File: config.mk
export PLATFORM = sky130hd
export DESIGN_NAME = ped_thresh_cal
export DESIGN_NICKNAME = d
export VERILOG_FILES = /design/src/rtl/pcal_pkg.sv /design/src/rtl/pcal_seq.sv /design/src/rtl/pcal_acc_bank.sv /design/src/rtl/pcal_thr_table.sv /design/src/rtl/ped_thresh_cal.sv
export SDC_FILE = /design/constraint.sdc
export NUM_CORES = 2
export LEC_CHECK = 0
export BUFFER_PORTS_ARGS = -buffer_cell sky130_fd_sc_hd__buf_4
export CAP_MARGIN = 10
export CORE_UTILIZATION = 55
export DETAILED_ROUTE_END_ITERATION = 10
export GPL_TIMING_DRIVEN = 0
export PLACE_DENSITY = 0.78
export REMOVE_ABC_BUFFERS = 1
export SYNTH_ARGS = -nofsm -noshare
export SYNTH_HDL_FRONTEND = slang
export SYNTH_SLANG_ARGS = --single-unit
File: constraint.sdc
create_clock -name clk -period 22.5 [get_ports clk]
set_input_delay 3.375 -clock clk [delete_from_list [all_inputs] [get_ports clk]]
set_output_delay 3.375 -clock clk [all_outputs]
set_load 0.02 [all_outputs]
File: src/rtl/pcal_pkg.sv
package pcal_pkg;

   typedef enum logic [2:0] {
      ST_IDLE    = 3'd0,
      ST_CLEAR   = 3'd1,
      ST_TRIG    = 3'd2,
      ST_COLLECT = 3'd3,
      ST_UPDATE  = 3'd4,
      ST_EXPORT  = 3'd5
   } cal_state_t;

endpackage

File: src/rtl/pcal_seq.sv
module pcal_seq
   import pcal_pkg::*;
#(
   parameter int NUM_CH   = 32,
   parameter int NUM_TRIG = 64
) (
   input  logic                      clk,
   input  logic                      rst_n,
   input  logic                      start_i,
   input  logic                      smp_valid_i,
   input  logic                      exp_ready_i,
   output logic                      start_take_o,
   output logic                      trig_o,
   output logic                      acc_clr_o,
   output logic                      acc_en_o,
   output logic                      tbl_wr_o,
   output logic                      exp_valid_o,
   output logic [$clog2(NUM_CH)-1:0] exp_idx_o,
   output logic                      busy_o
);

   localparam int CH_W = $clog2(NUM_CH);
   localparam int TR_W = $clog2(NUM_TRIG);
   localparam logic [CH_W-1:0] LAST_CH = CH_W'(NUM_CH - 1);
   localparam logic [TR_W-1:0] LAST_TR = TR_W'(NUM_TRIG - 1);

   cal_state_t      state_q;
   logic [TR_W-1:0] trig_cnt_q;
   logic [CH_W-1:0] smp_cnt_q;
   logic [CH_W-1:0] exp_idx_q;

   always_ff @(posedge clk) begin
      if (!rst_n) begin
         state_q    <= ST_IDLE;
         trig_cnt_q <= '0;
         smp_cnt_q  <= '0;
         exp_idx_q  <= '0;
      end else begin
         unique case (state_q)
            ST_IDLE: begin
               if (start_i) state_q <= ST_CLEAR;
            end
            ST_CLEAR: begin
               trig_cnt_q <= '0;
               state_q    <= ST_TRIG;
            end
            ST_TRIG: begin
               smp_cnt_q <= '0;
               state_q   <= ST_COLLECT;
            end
            ST_COLLECT: begin
               if (smp_valid_i) begin
                  if (smp_cnt_q == LAST_CH) begin
                     if (trig_cnt_q == LAST_TR) begin
                        state_q <= ST_UPDATE;
                     end else begin
                        trig_cnt_q <= trig_cnt_q + 1'b1;
                        state_q    <= ST_TRIG;
                     end
                  end else begin
                     smp_cnt_q <= smp_cnt_q + 1'b1;
                  end
               end
            end
            ST_UPDATE: begin
               exp_idx_q <= '0;
               state_q   <= ST_EXPORT;
            end
            ST_EXPORT: begin
               if (exp_ready_i) begin
                  if (exp_idx_q == LAST_CH) state_q <= ST_IDLE;
                  else exp_idx_q <= exp_idx_q + 1'b1;
               end
            end
            default: state_q <= ST_IDLE;
         endcase
      end
   end

   always_comb begin
      start_take_o = (state_q == ST_IDLE) && start_i;
      trig_o       = (state_q == ST_TRIG);
      acc_clr_o    = (state_q == ST_CLEAR);
      acc_en_o     = (state_q == ST_COLLECT) && smp_valid_i;
      tbl_wr_o     = (state_q == ST_UPDATE);
      exp_valid_o  = (state_q == ST_EXPORT);
      exp_idx_o    = exp_idx_q;
      busy_o       = (state_q != ST_IDLE);
   end

endmodule

File: src/rtl/pcal_acc_bank.sv
module pcal_acc_bank #(
   parameter int NUM_CH   = 32,
   parameter int SAMPLE_W = 10,
   parameter int ACC_W    = 16
) (
   input  logic                      clk,
   input  logic                      rst_n,
   input  logic                      clr_i,
   input  logic                      en_i,
   input  logic [$clog2(NUM_CH)-1:0] chan_i,
   input  logic [SAMPLE_W-1:0]       data_i,
   output logic [ACC_W-1:0]          acc_o [NUM_CH]
);

   localparam int CH_W = $clog2(NUM_CH);

   for (genvar g = 0; g < NUM_CH; g++) begin : g_acc
      logic [ACC_W-1:0] acc_q;
      logic             hit;

      assign hit = en_i && (chan_i == CH_W'(g));

      always_ff @(posedge clk) begin
         if (!rst_n || clr_i) acc_q <= '0;
         else if (hit)        acc_q <= acc_q + ACC_W'(data_i);
      end

      assign acc_o[g] = acc_q;
   end

endmodule

File: src/rtl/pcal_thr_table.sv
module pcal_thr_table #(
   parameter int NUM_CH    = 32,
   parameter int SAMPLE_W  = 10,
   parameter int ACC_W     = 16,
   parameter int OFF_W     = 4,
   parameter int SHIFT     = 6,
   parameter bit SATURATE  = 1'b1,
   parameter int RESET_THR = 1023
) (
   input  logic                      clk,
   input  logic                      rst_n,
   input  logic                      wr_i,
   input  logic [OFF_W-1:0]          offset_i,
   input  logic [ACC_W-1:0]          acc_i [NUM_CH],
   input  logic [$clog2(NUM_CH)-1:0] rd_a_idx_i,
   output logic [SAMPLE_W-1:0]       rd_a_o,
   input  logic [$clog2(NUM_CH)-1:0] rd_b_idx_i,
   output logic [SAMPLE_W-1:0]       rd_b_o
);

   localparam int SUM_W = ACC_W - SHIFT + 1;
   localparam logic [SUM_W-1:0]    MAX_V   = SUM_W'((1 << SAMPLE_W) - 1);
   localparam logic [SAMPLE_W-1:0] INIT_V  = SAMPLE_W'(RESET_THR);

   logic [SAMPLE_W-1:0] tbl_q [NUM_CH];

   for (genvar g = 0; g < NUM_CH; g++) begin : g_ent
      logic [SUM_W-1:0]    sum;
      logic [SAMPLE_W-1:0] nxt;

      assign sum = SUM_W'(acc_i[g] >> SHIFT) + SUM_W'(offset_i);

      if (SATURATE) begin : g_sat
         assign nxt = (sum > MAX_V) ? MAX_V[SAMPLE_W-1:0] : sum[SAMPLE_W-1:0];
      end else begin : g_wrap
         assign nxt = sum[SAMPLE_W-1:0];
      end

      always_ff @(posedge clk) begin
         if (!rst_n)    tbl_q[g] <= INIT_V;
         else if (wr_i) tbl_q[g] <= nxt;
      end
   end

   assign rd_a_o = tbl_q[rd_a_idx_i];
   assign rd_b_o = tbl_q[rd_b_idx_i];

endmodule

File: src/rtl/ped_thresh_cal.sv
module ped_thresh_cal #(
   parameter int SAMPLE_W  = 10,
   parameter int NUM_CH    = 32,
   parameter int NUM_TRIG  = 64,
   parameter int OFF_W     = 4,
   parameter int ACC_W     = SAMPLE_W + $clog2(NUM_TRIG),
   parameter bit SATURATE  = 1'b1,
   parameter int RESET_THR = (1 << SAMPLE_W) - 1
) (
   input  logic                               clk,
   input  logic                               rst_n,
   input  logic                               start_i,
   input  logic [OFF_W-1:0]                   offset_i,
   input  logic                               smp_valid_i,
   input  logic [$clog2(NUM_CH)-1:0]          smp_chan_i,
   input  logic [SAMPLE_W-1:0]                smp_data_i,
   output logic                               trig_o,
   output logic                               busy_o,
   output logic                               exp_valid_o,
   input  logic                               exp_ready_i,
   output logic [$clog2(NUM_CH)+SAMPLE_W-1:0] exp_word_o,
   input  logic [$clog2(NUM_CH)-1:0]          thr_rd_chan_i,
   output logic [SAMPLE_W-1:0]                thr_rd_o
);

   localparam int CH_W  = $clog2(NUM_CH);
   localparam int SHIFT = $clog2(NUM_TRIG);

   if (NUM_CH < 2 || (1 << CH_W) != NUM_CH) begin : g_bad_ch
      $error("NUM_CH must be a power of two of at least 2");
   end
   if (NUM_TRIG < 2 || (1 << SHIFT) != NUM_TRIG) begin : g_bad_trig
      $error("NUM_TRIG must be a power of two of at least 2");
   end
   if (ACC_W < SAMPLE_W + SHIFT) begin : g_bad_acc
      $error("ACC_W too narrow for the trigger burst");
   end
   if (OFF_W > SAMPLE_W) begin : g_bad_off
      $error("OFF_W must not exceed SAMPLE_W");
   end

   logic             start_take;
   logic             acc_clr;
   logic             acc_en;
   logic             tbl_wr;
   logic [CH_W-1:0]  exp_idx;
   logic [OFF_W-1:0] off_q;
   logic [ACC_W-1:0] acc [NUM_CH];
   logic [SAMPLE_W-1:0] exp_thr;

   always_ff @(posedge clk) begin
      if (!rst_n)          off_q <= '0;
      else if (start_take) off_q <= offset_i;
   end

   pcal_seq #(
      .NUM_CH   (NUM_CH),
      .NUM_TRIG (NUM_TRIG)
   ) u_seq (
      .clk          (clk),
      .rst_n        (rst_n),
      .start_i      (start_i),
      .smp_valid_i  (smp_valid_i),
      .exp_ready_i  (exp_ready_i),
      .start_take_o (start_take),
      .trig_o       (trig_o),
      .acc_clr_o    (acc_clr),
      .acc_en_o     (acc_en),
      .tbl_wr_o     (tbl_wr),
      .exp_valid_o  (exp_valid_o),
      .exp_idx_o    (exp_idx),
      .busy_o       (busy_o)
   );

   pcal_acc_bank #(
      .NUM_CH   (NUM_CH),
      .SAMPLE_W (SAMPLE_W),
      .ACC_W    (ACC_W)
   ) u_acc (
      .clk    (clk),
      .rst_n  (rst_n),
      .clr_i  (acc_clr),
      .en_i   (acc_en),
      .chan_i (smp_chan_i),
      .data_i (smp_data_i),
      .acc_o  (acc)
   );

   pcal_thr_table #(
      .NUM_CH    (NUM_CH),
      .SAMPLE_W  (SAMPLE_W),
      .ACC_W     (ACC_W),
      .OFF_W     (OFF_W),
      .SHIFT     (SHIFT),
      .SATURATE  (SATURATE),
      .RESET_THR (RESET_THR)
   ) u_tbl (
      .clk        (clk),
      .rst_n      (rst_n),
      .wr_i       (tbl_wr),
      .offset_i   (off_q),
      .acc_i      (acc),
      .rd_a_idx_i (exp_idx),
      .rd_a_o     (exp_thr),
      .rd_b_idx_i (thr_rd_chan_i),
      .rd_b_o     (thr_rd_o)
   );

   assign exp_word_o = {exp_idx, exp_thr};

endmodule

==> results.ini <==
[status]
status = finished clean

[place]
io_buffers = 56
place_congestion = 0.933
placed_area_um2 = 60600
place_ws_ns = 13.14
placed_cells = 7482
hpwl_mm = 114

[drt]
vias = 49700
ant_nets = 0
wl_mm = 168
drc = 0
drt_first_iter_violations = 5030
vias_per_cell = 6.48
wire_per_inst_um = 21.9
drt-pass1-iter-count = 8

[power]
power.static_leakage_nw = 22.0
ir_drop_mv = 0.0797
p_per_area_nw_per_um2 = 63.5

[synth]
yosysWarnings = 0
synthXorXnorAreaFrac = 0.0631
synthesis.instances = 6220
synth_top_family_by_area = simple AND/OR/NAND/NOR gates
yosysSeqAreaShare = 0.350
ys.flop_type = dfxtp_1
synth_adder_area_share = 0.119
avgSynthCellArea_um2 = 9.39
yosys_register_bits = 860
synth_edf_count = 320
syn_area_um2 = 58400
synth.area.mux_share = 0.0848
synth_compound_area_frac = 0.167
synth-simple-area-share = 0.189
ys_async_sr_fraction = 0
synth.distinct_cells = 83

[critical_path]
path_delay_family = multiplexers
cp_num_buf_inv = 2
start_kind = input port
critPathCaptureType = output pin
critPathMaxFanout = 80
regToRegStartpoint = u_seq.state_q[0]
crit_path_top_delay_cell = buf_4
cp.required_ns = 19.12
critPathMaxStageDelay_ns = 0.91
worst-setup-path-type = input port to output pin
crit_chain = buf_4 > mux4_2 > mux4_2 > mux2_2 > buf_4
startpoint = thr_rd_chan_i[1]
arrival_ns = 6.03

[clocking]
hold_buffers = 0
htreeDepth = 3
postCtsSetupBuffers = 0
cts-resized-gates = 0
cts_tree = done
clock_sinks = 860
clkTransAtPathRegs_ns = 0.06
clockBufferDepth = 3
numCtsBuffers = 95
clockRootBuffer = clkbuf_16
clock_latency_ns = 0.70

[final_layout]
num-nets-final = 6736
drive_gt1_frac = 0.0883
multi_input_area_um2 = 36400
n_fill_cell = 8308
area_delta_synth_final_pct = 9.22
stdcell_area_um2 = 63800
regArea_um2 = 20400
final_cell_count_no_fill = 7666

[timing]
rsz0062_at_grt = no
finalSetupTns_ns = 0
tightest_slew_ns = 1.30
relSlewSlack = 0.132
fin_ws_ns = 13.09
final_hold_viol_count = 0
finalCritPeriodShare = 0.418
drv_slew = 0
setup-violations-final = 0
skew_ns = 0.0328
min_period_ns = 9.41
fmax_ghz = 0.106

[floorplan]
fp.dieH_um = 328
initial_utilization = 0.555
rows = 119
io_pins = 57
coreArea_um2 = 105000
chipWidth_um = 328
die-area_um2 = 108000

[global_route]
grt_pass1_wl_mm = 259
grt_pass1_vias = 46100
grt_max_degree = 81
antenna_found_initial = 6
track_usage = 0.306
globalRouteOverflowTotal = 0

[run]
cap_violations = 0

[hold_path]
holdCritStartpoint = u_acc.g_acc[17].acc_q[2]
hold_class = register to register

-- power by group --
group	switching [W]	total, W	internal, W
registers	0.0000715	0.00178	0.00171
clock network	0.000684	0.00163	0.000949
logic	0.000416	0.000637	0.000221
total	0.00117	0.00405	0.00288
-- cell type report --
cell class | instances | share of cell area
Sequential cell | 860 | 0.320
Tap cell | 1391 | 0.0273
Multi-Input combinational cell | 4965 | 0.571
Inverter | 169 | 0.00998
Clock buffer | 124 | 0.0398
Antenna cell | 2 | 0.0000784
Clock inverter | 56 | 0.0104
Timing Repair Buffer | 99 | 0.0212
-- routing by layer --
layer,GRT usage,wire (um),vias up
li1,-,-,23100
met1,0.406,66300,23900
met2,0.483,75900,2318
met3,0.0621,18000,416
met4,0.137,7900,4
met5,0.00222,49,-
-- per-stage QoR --
| step | power [W] | util | hold WS (ns) |
|---|---|---|---|
| after floorplan | 0.00221 | - | 0.436 |
| after global placement | 0.00248 | 0.566 | 0.442 |
| after detailed placement | 0.00243 | 0.575 | 0.449 |
| after CTS | 0.00404 | 0.606 | 0.457 |
| after global routing | 0.00416 | 0.606 | 0.467 |
| final | 0.00405 | 0.606 | 0.454 |
-- registers in the layout, summed over array words and instances, names as in the netlist, named ones only --
signal             count
u_acc.g_acc.acc_q    512
u_seq.trig_cnt_q       6
u_seq.state_q          3
u_seq.smp_cnt_q        5
u_tbl.tbl_q          320
off_q                  4
u_seq.exp_idx_o        5
-- synth_stat cells (all sizes together) (64+ instances only) --
library cell | instances | area share
a211oi | 152 | 0.020
a21o | 151 | 0.019
a21oi | 466 | 0.040
buf | 90 | 0.0081
clkbuf | 136 | 0.0087
dfxtp | 540 | 0.19
edfxtp | 320 | 0.16
fa | 64 | 0.022
ha | 453 | 0.097
inv | 169 | 0.011
mux4 | 200 | 0.077
nand2 | 796 | 0.051
nand2b | 156 | 0.017
nand3 | 293 | 0.025
nor2 | 418 | 0.027
nor2b | 80 | 0.0086
nor3 | 146 | 0.015
o211ai | 87 | 0.012
o21ai | 306 | 0.026
or3 | 93 | 0.010
or4 | 72 | 0.0094
xnor2 | 273 | 0.041
xor2 | 148 | 0.022
-- kinds of logic (layout without fill, tap and decap cells) --
kind of cell | count (synthesis) | after routing
multiplexers | 242 | 242
buffers and inverters | 395 | 448
other | 0 | 2
flip-flops | 860 | 860
AND/OR/NAND/NOR | 2268 | 2268
AO/OA/AOI/OAI | 1517 | 1517
XOR/XNOR | 421 | 421
adder cells (fa/ha/maj) | 517 | 517
-- worst reg2reg max path, delay by kind of cell (launching register included) --
| kind | cells | cell delay [ns] |
|---|---|---|
| flops | 1 | 0.68 |
| buf+inv | 2 | 0.63 |
| compound gates | 1 | 0.40 |
| simple gates | 4 | 2.18 |
| xor+xnor | 1 | 0.18 |
-- worst paths after layout --
| kind | depth (start not counted) | to | slack [ns] |
|---|---|---|---|
| worst min register to register | 2 | u_acc.g_acc[17].acc_q[2] | 0.45 |
| worst max register to register | 8 | u_acc.g_acc[11].acc_q[12] | 18.32 |
| worst max-delay path | 5 | thr_rd_o[0] | 13.09 |
| worst min-delay path | 2 | u_acc.g_acc[17].acc_q[2] | 0.45 |
-- cells in the final DEF (no fill, tap or decap), drive strengths merged, types with 174 or more instances in the layout --
cell    netlist  layout
o21ai       306     306
nand3       293     293
nor2        418     418
nand2       796     796
mux4        200     200
edfxtp      320     320
ha          453     453
a21oi       466     466
inv         169     174
xnor2       273     273
dfxtp       540     540
No activity file was read; power rests on OpenSTA's default activity.
